`config.mk`:
```
export PLATFORM = sky130hd
export DESIGN_NAME = uart_irq_gate
export DESIGN_NICKNAME = d
export VERILOG_FILES = /design/src/rtl/uirq_pkg.sv /design/src/rtl/uirq_spc_match.sv /design/src/rtl/uirq_prio.sv /design/src/rtl/uart_irq_gate.sv
export SDC_FILE = /design/constraint.sdc
export NUM_CORES = 1
export LEC_CHECK = 0
export BUFFER_PORTS_ARGS = -buffer_cell sky130_fd_sc_hd__buf_4
export CAP_MARGIN = 20
export CORE_ASPECT_RATIO = 0.75
export CORE_UTILIZATION = 52
export DETAILED_ROUTE_END_ITERATION = 10
export GPL_TIMING_DRIVEN = 1
export PLACE_DENSITY = 0.87
export RECOVER_POWER = 50
export SETUP_SLACK_MARGIN = 0.5
export SYNTH_ARGS = -nofsm -noshare
export SYNTH_HDL_FRONTEND = slang
export SYNTH_SLANG_ARGS = --single-unit
```
`constraint.sdc`:
```
create_clock -name clk -period 1.3 [get_ports clk]
set_input_delay 0.13 -clock clk [delete_from_list [all_inputs] [get_ports clk]]
set_output_delay 0.13 -clock clk [all_outputs]
set_load 0.01 [all_outputs]
```
`src/rtl/uirq_pkg.sv`:
```
package uirq_pkg;
  localparam int IER_W   = 8;
  localparam int NUM_SRC = 7;
  localparam int ID_W    = 3;

  typedef enum logic [ID_W-1:0] {
    ID_NONE = 3'd0,
    ID_ADDR = 3'd1,
    ID_LSR  = 3'd2,
    ID_RXD  = 3'd3,
    ID_TXE  = 3'd4,
    ID_SPC  = 3'd5,
    ID_MSR  = 3'd6,
    ID_FLOW = 3'd7
  } irq_id_e;

  // enable register bit positions
  localparam int EN_RXD  = 0;
  localparam int EN_TXE  = 1;
  localparam int EN_LSR  = 2;
  localparam int EN_MSR  = 3;
  localparam int EN_SLP  = 4;
  localparam int EN_SPC  = 5;
  localparam int EN_RTS  = 6;
  localparam int EN_CTS  = 7;
endpackage

```
`src/rtl/uirq_spc_match.sv`:
```
module uirq_spc_match #(
  parameter int NUM    = 4,
  parameter int CW     = 8,
  parameter int SEL_W  = $clog2(NUM)
) (
  input  logic             clk,
  input  logic             rst_n,
  input  logic             we_i,
  input  logic [SEL_W-1:0] sel_i,
  input  logic [CW-1:0]    wdata_i,
  input  logic [CW-1:0]    char_i,
  output logic [NUM-1:0]   hit_o,
  output logic             any_o
);

  for (genvar g = 0; g < NUM; g++) begin : g_entry
    logic [CW-1:0] val_q;
    logic [CW-1:0] val_d;
    logic          wr_en;

    assign wr_en = we_i && (sel_i == SEL_W'(g));

    always_comb begin
      val_d = val_q;
      if (wr_en) val_d = wdata_i;
    end

    always_ff @(posedge clk or negedge rst_n) begin
      if (!rst_n) val_q <= '0;
      else        val_q <= val_d;
    end

    assign hit_o[g] = (val_q == char_i);
  end

  assign any_o = |hit_o;

endmodule

```
`src/rtl/uirq_prio.sv`:
```
module uirq_prio #(
  parameter int N = 7,
  parameter int W = 3
) (
  input  logic [N-1:0] req_i,   // bit 0 is the highest priority
  output logic [W-1:0] id_o     // 0 = nothing pending, else index+1
);

  always_comb begin
    id_o = '0;
    for (int i = N - 1; i >= 0; i--) begin
      if (req_i[i]) id_o = W'(i + 1);
    end
  end

endmodule

```
`src/rtl/uart_irq_gate.sv`:
```
module uart_irq_gate
  import uirq_pkg::*;
#(
  parameter int CHAR_W    = 8,
  parameter int NUM_SPC   = 4,
  parameter int XOFF1_IDX = 2,
  parameter int XOFF2_IDX = 3,
  localparam int SEL_W    = $clog2(NUM_SPC)
) (
  input  logic              clk,
  input  logic              rst_n,
  input  logic [IER_W-1:0]  ier_i,
  input  logic              enh_i,
  input  logic              mode750_i,
  input  logic              ninebit_i,
  input  logic              glb_en_i,
  input  logic              ev_rxd_i,
  input  logic              ev_txe_i,
  input  logic              ev_lsr_i,
  input  logic              ev_msr_i,
  input  logic              ev_rts_i,
  input  logic              ev_cts_i,
  input  logic              rx_valid_i,
  input  logic [CHAR_W:0]   rx_char_i,
  input  logic              spc_we_i,
  input  logic [SEL_W-1:0]  spc_sel_i,
  input  logic [CHAR_W-1:0] spc_wdata_i,
  input  logic              xon_flow_i,
  input  logic              xoff2_en_i,
  input  logic              iir_rd_i,
  input  logic              rx_busy_i,
  output logic              irq_n_o,
  output logic [ID_W-1:0]   irq_id_o,
  output logic              sleep_o,
  output logic              xoff_det_o
);

  // ---------------- special character store and compare
  logic [NUM_SPC-1:0] hit;
  logic               hit_any;

  uirq_spc_match #(.NUM(NUM_SPC), .CW(CHAR_W)) u_match (
    .clk     (clk),
    .rst_n   (rst_n),
    .we_i    (spc_we_i),
    .sel_i   (spc_sel_i),
    .wdata_i (spc_wdata_i),
    .char_i  (rx_char_i[CHAR_W-1:0]),
    .hit_o   (hit),
    .any_o   (hit_any)
  );

  // ---------------- sticky 9-bit events
  logic addr_pend_q, addr_pend_d;
  logic spc_pend_q,  spc_pend_d;
  logic addr_set, spc_set;

  assign addr_set = rx_valid_i && ninebit_i && rx_char_i[CHAR_W];
  assign spc_set  = rx_valid_i && ninebit_i && hit_any;

  always_comb begin
    addr_pend_d = addr_pend_q;
    spc_pend_d  = spc_pend_q;
    if (iir_rd_i) begin
      addr_pend_d = 1'b0;
      spc_pend_d  = 1'b0;
    end
    if (addr_set) addr_pend_d = 1'b1;
    if (spc_set)  spc_pend_d  = 1'b1;
  end

  // ---------------- mode-dependent enables
  logic en_addr, en_lsr, en_rxd, en_txe, en_spc, en_msr, en_rts, en_cts;

  always_comb begin
    en_rxd  = ier_i[EN_RXD];
    en_txe  = ier_i[EN_TXE];
    en_lsr  = ier_i[EN_LSR];
    en_msr  = ier_i[EN_MSR];
    en_addr = ninebit_i && ier_i[EN_LSR];
    en_spc  = ninebit_i && ier_i[EN_SPC];
    en_rts  = enh_i ? ier_i[EN_RTS] : 1'b1;
    en_cts  = enh_i ? ier_i[EN_CTS] : 1'b1;
  end

  // request vector, index 0 highest priority
  logic [NUM_SRC-1:0] req;

  always_comb begin
    req = '0;
    req[int'(ID_ADDR) - 1] = en_addr && addr_pend_q;
    req[int'(ID_LSR)  - 1] = en_lsr  && ev_lsr_i;
    req[int'(ID_RXD)  - 1] = en_rxd  && ev_rxd_i;
    req[int'(ID_TXE)  - 1] = en_txe  && ev_txe_i;
    req[int'(ID_SPC)  - 1] = en_spc  && spc_pend_q;
    req[int'(ID_MSR)  - 1] = en_msr  && ev_msr_i;
    req[int'(ID_FLOW) - 1] = (en_rts && ev_rts_i) || (en_cts && ev_cts_i);
    if (!glb_en_i) req = '0;
  end

  logic [ID_W-1:0] id_d;

  uirq_prio #(.N(NUM_SRC), .W(ID_W)) u_prio (
    .req_i (req),
    .id_o  (id_d)
  );

  // ---------------- sleep request
  logic sleep_req, sleep_d;

  always_comb begin
    sleep_req = ier_i[EN_SLP] ||
                (mode750_i && !enh_i && !ninebit_i && ier_i[EN_SPC]);
    sleep_d   = sleep_req && !(|req) && !rx_busy_i;
  end

  // ---------------- XOFF detection for flow control
  logic xoff_d;

  always_comb begin
    xoff_d = rx_valid_i && enh_i && !ninebit_i && ier_i[EN_SPC] &&
             ((xon_flow_i && hit[XOFF1_IDX]) || (xoff2_en_i && hit[XOFF2_IDX]));
  end

  // ---------------- registers
  logic            irq_n_q;
  logic [ID_W-1:0] id_q;
  logic            sleep_q;
  logic            xoff_q;

  always_ff @(posedge clk or negedge rst_n) begin
    if (!rst_n) begin
      addr_pend_q <= 1'b0;
      spc_pend_q  <= 1'b0;
      irq_n_q     <= 1'b1;
      id_q        <= '0;
      sleep_q     <= 1'b0;
      xoff_q      <= 1'b0;
    end else begin
      addr_pend_q <= addr_pend_d;
      spc_pend_q  <= spc_pend_d;
      irq_n_q     <= ~(|req);
      id_q        <= id_d;
      sleep_q     <= sleep_d;
      xoff_q      <= xoff_d;
    end
  end

  assign irq_n_o    = irq_n_q;
  assign irq_id_o   = id_q;
  assign sleep_o    = sleep_q;
  assign xoff_det_o = xoff_q;

endmodule

```
## Word-level counts from Yosys, hierarchy flattened

Index checks and enable logic that the tools add are counted.

| operators by class | value |
|---|---|
| eq/ne operators | 7 |
| muxes and demuxes | 13 |
| bitwise logic cells | 1 |
| reduce and logical (&&, ||, !) cells | 40 |

Operator list:

| operator | number |
|---|---|
| 8-bit == test | 4 |
| 1-bit logical AND | 28 |
| 3-bit two-way mux | 7 |
| 7-bit two-way mux | 1 |
| 7-bit OR reduction | 1 |
| 1-bit two-way mux | 5 |
| 2-bit == test, second input constant | 2 |
| 1-bit logical NOT | 4 |
| 2-bit nonzero test | 2 |
| 4-bit OR reduction | 1 |
| 1-bit logical OR | 3 |
| 2-bit by 1-bit == test with 1-bit output, second input constant | 1 |
| 2-bit logical NOT | 1 |
| 1-bit inverter | 1 |

| word-level totals | value |
|---|---|
| flip-flop bits (word level) | 40 |
| input bits | 45 |
| output and inout bits | 6 |
| logic and storage cells | 71 |

## Depth between registers and ports, before layout

Gate-level depths: netlist of the first run.

| logic depth | value |
|---|---|
| depth after elaboration | 11 |
| depth in mapped cells | 6 |

## Cells and area by module

A second synthesis of the first run with hierarchy kept.

| unflattened totals | value |
|---|---|
| cells, all modules | 171 |
| area, all modules | 2074.5 um2 |

Modules (own cells, without submodules):

| module | times used | cells an instance | area an instance (um2) |
|---|---|---|---|
| uirq_spc_match | 1 | 121 | 1624.1 |
| uart_irq_gate | 1 | 39 | 389.1 |
| uirq_prio | 1 | 11 | 61.3 |

## Worst setup path before layout of the first run

No wires, ideal clock.

| timing | value |
|---|---|
| path type | reg2reg |
| from | reg u_match.g_entry[2].val_q[5] |
| to | reg spc_pend_q |
| arrival | 0.942 ns |
| required time | 1.168 ns |
| slack | 0.227 ns |
| stages on the path, launching flop included | 6 |
| buffers on the path | 0 |
| period minus slack after synthesis | 1.073 ns |
| path through | dfrtp_1 > xnor2_1 > nand4_1 > nor2_1 > o311ai_1 > o21ai_1 |

| between the ends | value |
|---|---|
| cells in the longest elaborated chain, start to end | 4 |
| elaborated cells between the ends (all ways) | 5 |

Ends and longest elaborated chain:

| element | RTL line | text |
|---|---|---|
| start: declaration | uirq_spc_match.sv:17 | `logic [CW-1:0] val_q;` |
| start signal: assignment | uirq_spc_match.sv:30 | `else val_q <= val_d;` |
| 8-bit == test (*) | uirq_spc_match.sv:33 | `assign hit_o[g] = (val_q == char_i);` |
| 4-bit OR reduction (*) | uirq_spc_match.sv:36 | `assign any_o = \|hit_o;` |
| 1-bit logical AND (*) | uart_irq_gate.sv:59 | `assign spc_set = rx_valid_i && ninebit_i && hit_any;` |
| 1-bit two-way mux / 2-bit nonzero test (equally long branches) | - |  |
| end signal: assignment | uart_irq_gate.sv:141 | `spc_pend_q <= spc_pend_d;` |
| end: declaration | uart_irq_gate.sv:55 | `logic spc_pend_q, spc_pend_d;` |

Every way passes the cells marked *; elsewhere a longest branch is shown, timed or not.
A chain may end at the register's enable or synchronous reset.

## Final worst setup path of the first run

| timing | value |
|---|---|
| from | reg u_match.g_entry[2].val_q[1] |
| to | reg spc_pend_q |

Same word-level chain as after synthesis.

==> results by group, run 1 <==
Synth
  – Synthesis-stage register bit count: 40
  – Asr flop ratio synth: 100%
  – Post-synth top area share: 48.9%
  – Syn Std Cell Area: 0.00200 sq mm
  – Post-synth top cells: 39 x dfrtp_1, 32 x mux2_2, 32 x xnor2_1
  – Most numerous cell in the Yosys netlist: dfrtp_1
  – Top cell type by total area after synthesis: dfrtp_1
  – Ranking of synthesized cells by area: dfrtp_1 49%, mux2_2 18%, xnor2_1 14%
  – Mean area per synthesized cell: 12.2 sq um
  – Sequential fraction of the synthesis area: 50.2%
  – EDFF count, synth: 0
  – Synth cell types: 25
  – Ys flop type: dfrtp_1
  – Post-Syn Nets: 209
  – Warnings, synthesis: 0
  – Syn Inst Count: 164

Place
  – Area after DPL: 0.00247 sq mm
  – Dpl cells: 259
  – GP Congestion: 0.825
  – Post-detail-place hpwl: 3220 um
  – Input/output buffers: 50

Cells and area
  – ANT cells: 0
  – Synth-to-Final Area Change: 36.0%
  – Final instance area: 0.00272 sq mm
  – Nets: 261
  – Share of layout cells above drive strength 1: 51.2%
  – Non-Filler Instances: 269
  – Fill cells: 252

Timing
  – Final Cycle Share: 97.8%
  – Final count of pins violating max slew: 0
  – Final min period: 1.27 ns
  – Final hold violation count: 0
  – Clk_skew: 0.00632 ns
  – Max Freq: 786 MHz
  – Worst Tran Pin Value: 0.870 ns
  – RSZ-0062 raised after global routing: true
  – Final setup viols: 0
  – Relative slew slack: 42.0%

Setup path
  – R2R Path Start: u_match.g_entry[2].val_q[1]$_DFFE_PN0P_
  – Crit path buf inv count: 0
  – Worst reg2reg setup slack: 0.03 ns
  – Startpoint Class: flop
  – Cell class contributing the biggest share of worst-path delay: flip-flops
  – WS Path Type: reg2reg
  – Cell Chain, Critical Path: xnor2_2 > nand4_1 > nor2_2 > o311ai_1 > o21ai_1
  – Worst path slowest cell: dfrtp_1
  – Worst R2R End: spc_pend_q$_DFFE_PN0P_
  – Worst-path maximum fanout: 2
  – Critical Path End Type: flop
  – CP Data Arrival Time: 1.44 ns
  – Worst R2R Path Depth: 5
  – CP max stage delay: 0.41 ns
  – Worst endpoint required time: 1.47 ns

Die
  – Die width: 73.6 um
  – Die area: 0.00409 sq mm
  – Initial core utilization: 54.5%
  – IO Pins: 51
  – Num rows: 19
  – Core region area: 0.00366 sq mm
  – Die H: 55.7 um

Drt
  – Post-Route WL: 4650 um
  – WL/cell: 17.3 um
  – Via/cell ratio: 5.39
  – DRC: 0
  – Initial drt markers: 110
  – Iteration count of the initial detailed-routing pass: 4
  – Via count of the routed design: 1451
  – Post-route ant nets: 0

Hold path
  – WHS Endpoint: sleep_o$_DFF_PN0_
  – Hold Startpoint: rx_busy_i
  – Min-Delay Path Class: in2reg
  – Hold Crit Depth: 2

Flow run
  – Max cap viols: 0

Run status
  – Status: finished clean

Clocking
  – H-tree Lvls: 2
  – CTS tree: built
  – Clock Tree Root: clkbuf_8
  – Worst-Skew Late Latency: 0.29 ns
  – Clock Path Buffers: 2
  – Inserted Clock Buffers: 5
  – Clock Sinks: 40
  – Register clock-pin slew on the reported worst setup and hold paths: 0.08 ns

Global routing
  – Global router's overall resource usage: 23.1%
  – Grt ovf: 0
  – Vias in the first global route: 1461
  – First-pass GRT wire length: 7100 um
  – Initial antenna violation count: 0
  – Largest net degree at the start of global routing: 41

Power
  – Leakage: 0.00122 uW
  – PwrDens: 1300 mW/mm^2
  – Worst IR Drop VDD: 0.000945 V
-- logic make-up after synthesis --
group | Yosys count | share of synthesized area (%)
compound gates | 12 | 3.88
xor+xnor | 32 | 14.0
mux | 32 | 18.0
simple gates | 37 | 11.3
buf+inv | 11 | 2.57
flops | 40 | 50.2
-- through the flow --
| step | power (uW) | util, % | hold WS (ns) | setup slack [ns] | TNS, ns |
|---|---|---|---|---|---|
| after floorplan | 2090 | - | -0.166 | 0.227 | 0 |
| after global placement | 2340 | 67.5 | 0.129 | 0.155 | 0 |
| after detailed placement | 2380 | 67.5 | 0.130 | 0.0783 | 0 |
| after CTS | 3490 | 72.6 | -0.00790 | 0.0704 | 0 |
| after global routing | 3690 | 74.2 | 0.00803 | -0.0126 | -0.0126 |
| final | 3540 | 74.2 | 0.00901 | 0.0281 | 0 |
-- flip-flops by register name, summed over array words and instances (netlist names) --
signal	flops
u_match.g_entry.val_q	32
irq_id_o	3
addr_pend_q	1
irq_n_o	1
sleep_o	1
spc_pend_q	1
xoff_det_o	1
-- worst max-delay path by stage --
| stage | startpoint | end | cells past startpoint |
|---|---|---|---|
| after floorplan | u_match.g_entry[2].val_q[1]$_DFFE_PN0P_ | spc_pend_q$_DFFE_PN0P_ | 5 |
| after global routing | u_match.g_entry[2].val_q[1]$_DFFE_PN0P_ | spc_pend_q$_DFFE_PN0P_ | 5 |
| after global placement | u_match.g_entry[0].val_q[1]$_DFFE_PN0P_ | spc_pend_q$_DFFE_PN0P_ | 5 |
| final | u_match.g_entry[2].val_q[1]$_DFFE_PN0P_ | spc_pend_q$_DFFE_PN0P_ | 5 |
| after detailed placement | u_match.g_entry[2].val_q[7]$_DFFE_PN0P_ | spc_pend_q$_DFFE_PN0P_ | 5 |
| after CTS | u_match.g_entry[2].val_q[4]$_DFFE_PN0P_ | spc_pend_q$_DFFE_PN0P_ | 5 |
-- power breakdown --
part           leakage [uW]  switching [uW]  internal (uW)
registers          0.000481             152           1450
logic              0.000677             324            518
clock network     0.0000645             419            677
-- routing by layer --
| metal | part of all wire (%) | track usage, % | wire, um | up-vias |
|---|---|---|---|---|
| met3 | 3.3 | 5.07 | 153 | 6 |
| met4 | 0.82 | 5.22 | 38 | 0 |
| met2 | 49 | 36.7 | 2290 | 28 |
| li1 | - | - | - | 670 |
| met5 | 0 | 0 | 0 | - |
| met1 | 47 | 32.6 | 2160 | 747 |
-- repair_timing --
item                                    in CTS  in global routing
endpoints found under the hold margin       40                  0
endpoints found under the setup margin      21                 62
setup buffers                                1                  0
resized for setup                           14                 14
pin swaps                                    7                  7
hold buffers                                 1                  0
-- area by class of cell --
cell class	instances	area (sq um)	area share, %
well taps	52	65.1	2.40
multi-input cells	113	1080	39.6
flip-flops and latches	40	1000	36.9
clock buffers	7	96.3	3.55
repair buffers	53	435	16.0
inverters	3	11.3	0.415
clock inverters	1	30.0	1.11
-- placed cells by master (no fill, tap or decap), types with 2 or more instances in the layout --
cell / n
nand3_2: 2
nand2_2: 2
mux2_2: 19
clkbuf_8: 7
nand4_1: 10
nor2b_1: 2
xnor2_1: 29
buf_4: 41
nand3b_4: 2
dfrtp_1: 39
nor2_2: 2
inv_1: 3
o21ai_1: 2
mux2_4: 13
nand3_1: 4
buf_6: 10
xnor2_2: 3
o21ai_2: 2
nor2_1: 3
nand2_1: 7
Power figures use the tool's default switching activity.
==> inputs of run 2 (changes only) <==
--- a/config.mk
+++ b/config.mk
@@ -8,12 +8,14 @@
 export BUFFER_PORTS_ARGS = -buffer_cell sky130_fd_sc_hd__buf_4
 export CAP_MARGIN = 20
 export CORE_ASPECT_RATIO = 0.75
-export CORE_UTILIZATION = 52
+export CORE_UTILIZATION = 53
 export DETAILED_ROUTE_END_ITERATION = 10
 export GPL_TIMING_DRIVEN = 1
 export PLACE_DENSITY = 0.87
 export RECOVER_POWER = 50
 export SETUP_SLACK_MARGIN = 0.5
+export SLEW_MARGIN = 10
 export SYNTH_ARGS = -nofsm -noshare
 export SYNTH_HDL_FRONTEND = slang
+export SYNTH_HIERARCHICAL = 1
 export SYNTH_SLANG_ARGS = --single-unit
==> run 2 against run 1 <==
- worst setup slack worse by 0.19 ns
- flip-flop and latch count unchanged
- global-route usage up 0.79 points
- via count up 2.9%
- critical path type unchanged
- the flow now finishes with violations (setup timing)
- sequential power about the same
- sequential share of layout area down 0.85 points
- non-clock buffer count up 4
- largest power group unchanged
==> results by group, run 2 <==
Clocking
  – CTS tree: built
  – Post-CTS setup buffer count: 0
  – Worst-Skew Late Latency: 0.30 ns
  – Clock Path Buffers: 2
  – Clock Tree Root: clkbuf_8
  – H-tree Lvls: 2
  – Inserted Clock Buffers: 5
  – Register clock-pin slew on the reported worst setup and hold paths: 0.08 ns
  – Clock Sinks: 40

Synth
  – Asr flop ratio synth: 100%
  – Sequential fraction of the synthesis area: 48.3%
  – Synthesis-stage register bit count: 40
  – Top cell type by total area after synthesis: dfrtp_1
  – Ys flop type: dfrtp_1
  – Ranking of synthesized cells by area: dfrtp_1 47%, mux2_2 17%, xnor2_1 14%
  – Synth cell types: 29
  – EDFF count, synth: 0
  – Most numerous cell in the Yosys netlist: dfrtp_1
  – Post-synth top area share: 47.0%
  – Post-Syn Nets: 216
  – Post-synth top cells: 39 x dfrtp_1, 32 x mux2_2, 32 x xnor2_1
  – Syn Std Cell Area: 0.00207 sq mm
  – Warnings, synthesis: 6
  – Mean area per synthesized cell: 12.1 sq um
  – Syn Inst Count: 171

Timing
  – Max Freq: 683 MHz
  – Worst Tran Pin Value: 0.966 ns
  – Sum of negative setup slack: -0.164 ns
  – Final Cycle Share: 113%
  – Clk_skew: 0.0108 ns
  – RSZ-0062 raised after global routing: true
  – Final hold violation count: 0
  – Relative slew slack: 35.6%
  – Final setup viols: 1
  – Final count of pins violating max slew: 0
  – Final hold slack: 0.0703 ns
  – Final min period: 1.46 ns
  – Fin worst setup slack: -0.164 ns

Cells and area
  – Layout Utilization: 75.0%
  – ANT cells: 0
  – Most frequent cells in the layout: 46 x buf_4, 39 x dfrtp_1, 30 x xnor2_1, 20 x mux2_2, 12 x mux2_4
  – Most common cell after layout, fill and taps aside: buf_4
  – Nets: 272
  – Fill cells: 262
  – Synth-to-Final Area Change: 34.0%
  – Max reg flops: 32
  – Share of layout cells above drive strength 1: 50.9%
  – Top reg by flops: u_match/g_entry.val_q

Power
  – Leakage: 0.00120 uW
  – Worst IR Drop VDD: 0.000887 V
  – PnR Total Power: 3290 uW
  – PwrDens: 1180 mW/mm^2

Run status
  – Status: finished, violations left
  – Failing checks: setup timing

Drt
  – Post-route ant nets: 0
  – Iteration count of the initial detailed-routing pass: 4
  – Initial drt markers: 94
  – Via/cell ratio: 5.33
  – Via count of the routed design: 1493
  – Post-Route WL: 4560 um
  – DRC: 0
  – WL/cell: 16.3 um

Hold path
  – Hold Crit Depth: 3
  – WHS Endpoint: spc_pend_q$_DFFE_PN0P_
  – Hold Startpoint: rx_valid_i
  – Min-Delay Path Class: in2reg

Die
  – Core region area: 0.00371 sq mm
  – Die H: 56.2 um
  – Die area: 0.00417 sq mm
  – Die width: 74.2 um
  – Initial core utilization: 55.9%
  – Num rows: 19
  – IO Pins: 51

Global routing
  – Vias in the first global route: 1523
  – Largest net degree at the start of global routing: 41
  – Initial antenna violation count: 0
  – First-pass GRT wire length: 7120 um
  – Grt ovf: 0
  – Global router's overall resource usage: 23.9%

Setup path
  – Worst reg2reg setup slack: -0.16 ns
  – WS Path Type: reg2reg
  – Worst R2R End: spc_pend_q$_DFFE_PN0P_
  – CP Data Arrival Time: 1.66 ns
  – Worst endpoint required time: 1.50 ns
  – Worst R2R Path Depth: 6
  – R2R Path Start: u_match/g_entry[0].val_q[4]$_DFFE_PN0P_
  – Worst-path maximum fanout: 2
  – Startpoint Class: flop
  – Critical Path End Type: flop

Flow run
  – Max cap viols: 0

Place
  – Post-detail-place hpwl: 3360 um
  – Input/output buffers: 50
  – GP Congestion: 0.837
  – Pre-CTS setup slack: -0.170 ns
## run 2: worst max-delay path: stages (launching register included)
cell     delay (ns)
dfrtp_1        0.40
xnor2_1        0.13
nand4_1        0.12
nor2_1         0.06
or4_4          0.51
nand3_2        0.09
o21ai_2        0.05
## run 2: per-layer routing
layer | up-vias | wire [um] | GRT usage [%]
li1 | 708 | - | -
met5 | - | 0 | 0
met2 | 48 | 2180 | 34.9
met1 | 728 | 2060 | 33.7
met3 | 9 | 260 | 7.79
met4 | 0 | 59 | 7.82
## run 2: how the worst max path moves through the flow
stage / start / to / slack (ns) / cells past startpoint
3_5_place_dp: u_match/g_entry[3].val_q[2]$_DFFE_PN0P_ / spc_pend_q$_DFFE_PN0P_ / -0.17 / 6
5_1_grt: u_match/g_entry[0].val_q[4]$_DFFE_PN0P_ / spc_pend_q$_DFFE_PN0P_ / -0.25 / 6
4_1_cts: u_match/g_entry[0].val_q[3]$_DFFE_PN0P_ / spc_pend_q$_DFFE_PN0P_ / -0.17 / 6
2_1_floorplan: u_match/g_entry[1].val_q[7]$_DFFE_PN0P_ / spc_pend_q$_DFFE_PN0P_ / -0.04 / 6
6_report: u_match/g_entry[0].val_q[4]$_DFFE_PN0P_ / spc_pend_q$_DFFE_PN0P_ / -0.16 / 6
3_3_place_gp: u_match/g_entry[3].val_q[2]$_DFFE_PN0P_ / spc_pend_q$_DFFE_PN0P_ / -0.13 / 6
## run 2: layout make-up
type / instances / area [sq um] / share of cell area, %
multi-input cells: 118 / 1140 / 41.0
flip-flops and latches: 40 / 1000 / 36.0
repair buffers: 57 / 469 / 16.9
clock buffers: 6 / 72.6 / 2.61
well taps: 52 / 65.1 / 2.34
inverters: 5 / 18.8 / 0.675
clock inverters: 2 / 12.5 / 0.450
## run 2: timing repair
| item | 4_1_cts | 5_1_grt |
|---|---|---|
| gates resized for setup | 11 | 16 |
| cloned | 0 | 0 |
| hold buffers | 1 | 1 |
| endpoints found under the hold margin | 39 | 1 |
| pin swaps | 3 | 9 |
| endpoints found under the setup margin | 15 | 23 |
## run 2: cell families after synthesis
logic type,Yosys count,share of synthesized area [%]
DFF,40,48.3
AOI/OAI and AO/OA,14,4.46
xor gates and xnor gates,32,13.5
buffers and inverters,13,4.34
muxes,32,17.4
and+or+nand+nor,40,12.0
## run 2: where the power goes
| group | internal (uW) | leakage (uW) | switching [uW] |
|---|---|---|---|
| clock | 375 | 0.0000412 | 424 |
| sequential | 1460 | 0.000480 | 151 |
| combinational | 552 | 0.000677 | 328 |
## run 2: through the flow
| stage | instance area, sq um | cells |
|---|---|---|
| 4_1_cts | 2710 | 279 |
| 3_3_place_gp | 2560 | 270 |
| 6_report | 2780 | 280 |
| 3_5_place_dp | 2560 | 270 |
| 2_1_floorplan | 2140 | 171 |
| 5_1_grt | 2780 | 280 |
==> inputs of run 3 (changes only) <==
--- a/config.mk
+++ b/config.mk
@@ -14,6 +14,7 @@
 export PLACE_DENSITY = 0.87
 export RECOVER_POWER = 50
 export SETUP_SLACK_MARGIN = 0.5
+export SKIP_CTS_REPAIR_TIMING = 1
 export SLEW_MARGIN = 10
 export SYNTH_ARGS = -nofsm -noshare
 export SYNTH_HDL_FRONTEND = slang
==> run 3 against run 2 <==
- via count shrank 0.20%
- count of clock-buffer cells in the layout is the same
- critical endpoint unchanged
- critical path type unchanged
- cell count grew 0.71%
- the flow still finishes with violations (setup timing)
- highest routed layer unchanged
- utilization shrank 0.067 points
- flip-flop and latch count is the same
==> results by group, run 3 (synthesis gave the netlist of run 2 again) <==
Run status
  – Status: finished, violations left
  – Failing checks: setup timing

Die
  – Initial core utilization: 55.9%
  – Die width: 74.2 um
  – IO Pins: 51
  – Die area: 0.00417 sq mm
  – Core region area: 0.00371 sq mm
  – Num rows: 19
  – Die H: 56.2 um

Global routing
  – Initial antenna violation count: 0
  – First-pass GRT wire length: 7040 um
  – Vias in the first global route: 1496
  – Grt ovf: 0
  – Largest net degree at the start of global routing: 41
  – Global router's overall resource usage: 23.7%

Clocking
  – Clock Tree Root: clkbuf_8
  – Inserted Clock Buffers: 5
  – Clock Sinks: 40
  – Worst-Skew Late Latency: 0.30 ns
  – H-tree Lvls: 2
  – CTS tree: built
  – Register clock-pin slew on the reported worst setup and hold paths: 0.08 ns
  – Clock Path Buffers: 2

Timing
  – Final hold violation count: 0
  – Max Freq: 680 MHz
  – Relative slew slack: 35.8%
  – Worst Tran Pin Value: 0.963 ns
  – RSZ-0062 raised after global routing: true
  – Final Cycle Share: 113%
  – Sum of negative setup slack: -0.172 ns
  – Clk_skew: 0.0109 ns
  – Final setup viols: 1
  – Final count of pins violating max slew: 0
  – Fin worst setup slack: -0.172 ns
  – Final min period: 1.47 ns

Power
  – PwrDens: 1180 mW/mm^2
  – Leakage: 0.00119 uW
  – Worst IR Drop VDD: 0.000887 V

Setup path
  – CP Launch Point: u_match/g_entry[3].val_q[7]$_DFFE_PN0P_
  – Cell class contributing the biggest share of worst-path delay: simple AND/OR/NAND/NOR gates
  – Cell Chain, Critical Path: xnor2_1 > nand4_1 > nor2_2 > or4_4 > nand3_2 > o21ai_2
  – Worst-path maximum fanout: 2
  – Worst endpoint required time: 1.50 ns
  – Worst R2R Path Depth: 6
  – CP max stage delay: 0.51 ns
  – Crit path buf inv count: 0
  – CP Data Arrival Time: 1.67 ns
  – Startpoint Class: flop
  – Critical Path End Type: flop
  – R2R Path Start: u_match/g_entry[3].val_q[7]$_DFFE_PN0P_
  – WS Path Type: reg2reg
  – Worst path slowest cell: or4_4
  – WP depth: 6

Drt
  – DRC: 0
  – Initial drt markers: 90
  – Post-Route WL: 4620 um
  – Iteration count of the initial detailed-routing pass: 5
  – WL/cell: 16.4 um
  – Via count of the routed design: 1490
  – Via/cell ratio: 5.28
  – Post-route ant nets: 0

Place
  – Pre-CTS setup slack: -0.170 ns
  – GP Congestion: 0.837
  – Input/output buffers: 50
  – Post-detail-place hpwl: 3360 um

Cells and area
  – Top reg by flops: u_match/g_entry.val_q
  – Share of layout cells above drive strength 1: 50.4%
  – Most frequent cells in the layout: 48 x buf_4, 39 x dfrtp_1, 31 x xnor2_1, 22 x mux2_2
  – Layout Utilization: 74.9%
  – Most common cell after layout, fill and taps aside: buf_4
  – Synth-to-Final Area Change: 33.9%
  – Nets: 274
  – ANT cells: 0
  – Max reg flops: 32

Hold path
  – Hold Startpoint: rx_valid_i
  – Hold Crit Depth: 3
  – Min-Delay Path Class: in2reg

Flow run
  – Max cap viols: 0
==> run 3: changes by cell type in the layout (fill, tap and decap cells not counted) <==
| cell | change |
|---|---|
| a22oi_1 | -1 |
| xnor2_2 | -1 |
| a22oi_2 | +1 |
| mux2_1 | +2 |
| mux2_2 | +2 |
| buf_4 | +2 |
| mux2_4 | -4 |
| xnor2_1 | +1 |
==> run 3: path summary, 6_finish.rpt <==
| check | to | slack (ns) |
|---|---|---|
| worst max-delay path | spc_pend_q$_DFFE_PN0P_ | -0.17 |
| min in group asynchronous | u_match/g_entry[0].val_q[2]$_DFFE_PN0P_ | 0.51 |
| max in group asynchronous | u_match/g_entry[3].val_q[1]$_DFFE_PN0P_ | 0.19 |
| worst min-delay path | spc_pend_q$_DFFE_PN0P_ | 0.07 |
| worst min register to register | u_match/g_entry[0].val_q[1]$_DFFE_PN0P_ | 0.52 |
| worst max register to register | spc_pend_q$_DFFE_PN0P_ | -0.17 |
==> run 3: area by class of cell <==
cell class | instances | area, sq um
Clock inverter | 2 | 12.5
Clock buffer | 6 | 72.6
Inverter | 5 | 18.8
Tap cell | 52 | 65.1
Fill cell | 265 | 931
Sequential cell | 40 | 1000
Timing Repair Buffer | 59 | 484
Multi-Input combinational cell | 118 | 1120
==> run 3: report_power, final <==
part,internal (uW),leakage [uW],switching [uW],total (uW)
clock network,375,0.0000412,435,810
logic,540,0.000666,330,870
registers,1460,0.000480,147,1600
==> run 3: per-stage QoR <==
stage	power (uW)	cell area [sq um]	instances	hold slack, ns
after floorplan	2130	2140	171	-0.166
after global placement	2390	2560	270	0.128
after detailed placement	2420	2560	270	0.129
after CTS	3230	2640	278	-0.208
after global routing	3470	2780	282	0.0675
final	3280	2780	282	0.0656
==> run 3: worst register-to-register path, delay by kind of cell (launching register included) <==
family          cells  cell delay, ns
compound gates      1            0.05
simple gates        4            0.79
flops               1            0.40
xor+xnor            1            0.13
==> run 3: layer usage <==
metal  part of all wire [%]  GRT usage [%]  up-vias
met4                    1.9           7.82        0
met2                     47           34.3       38
li1                       -              -      714
met5                      0              0        -
met1                     47           33.7      726
met3                    4.7           7.79       12
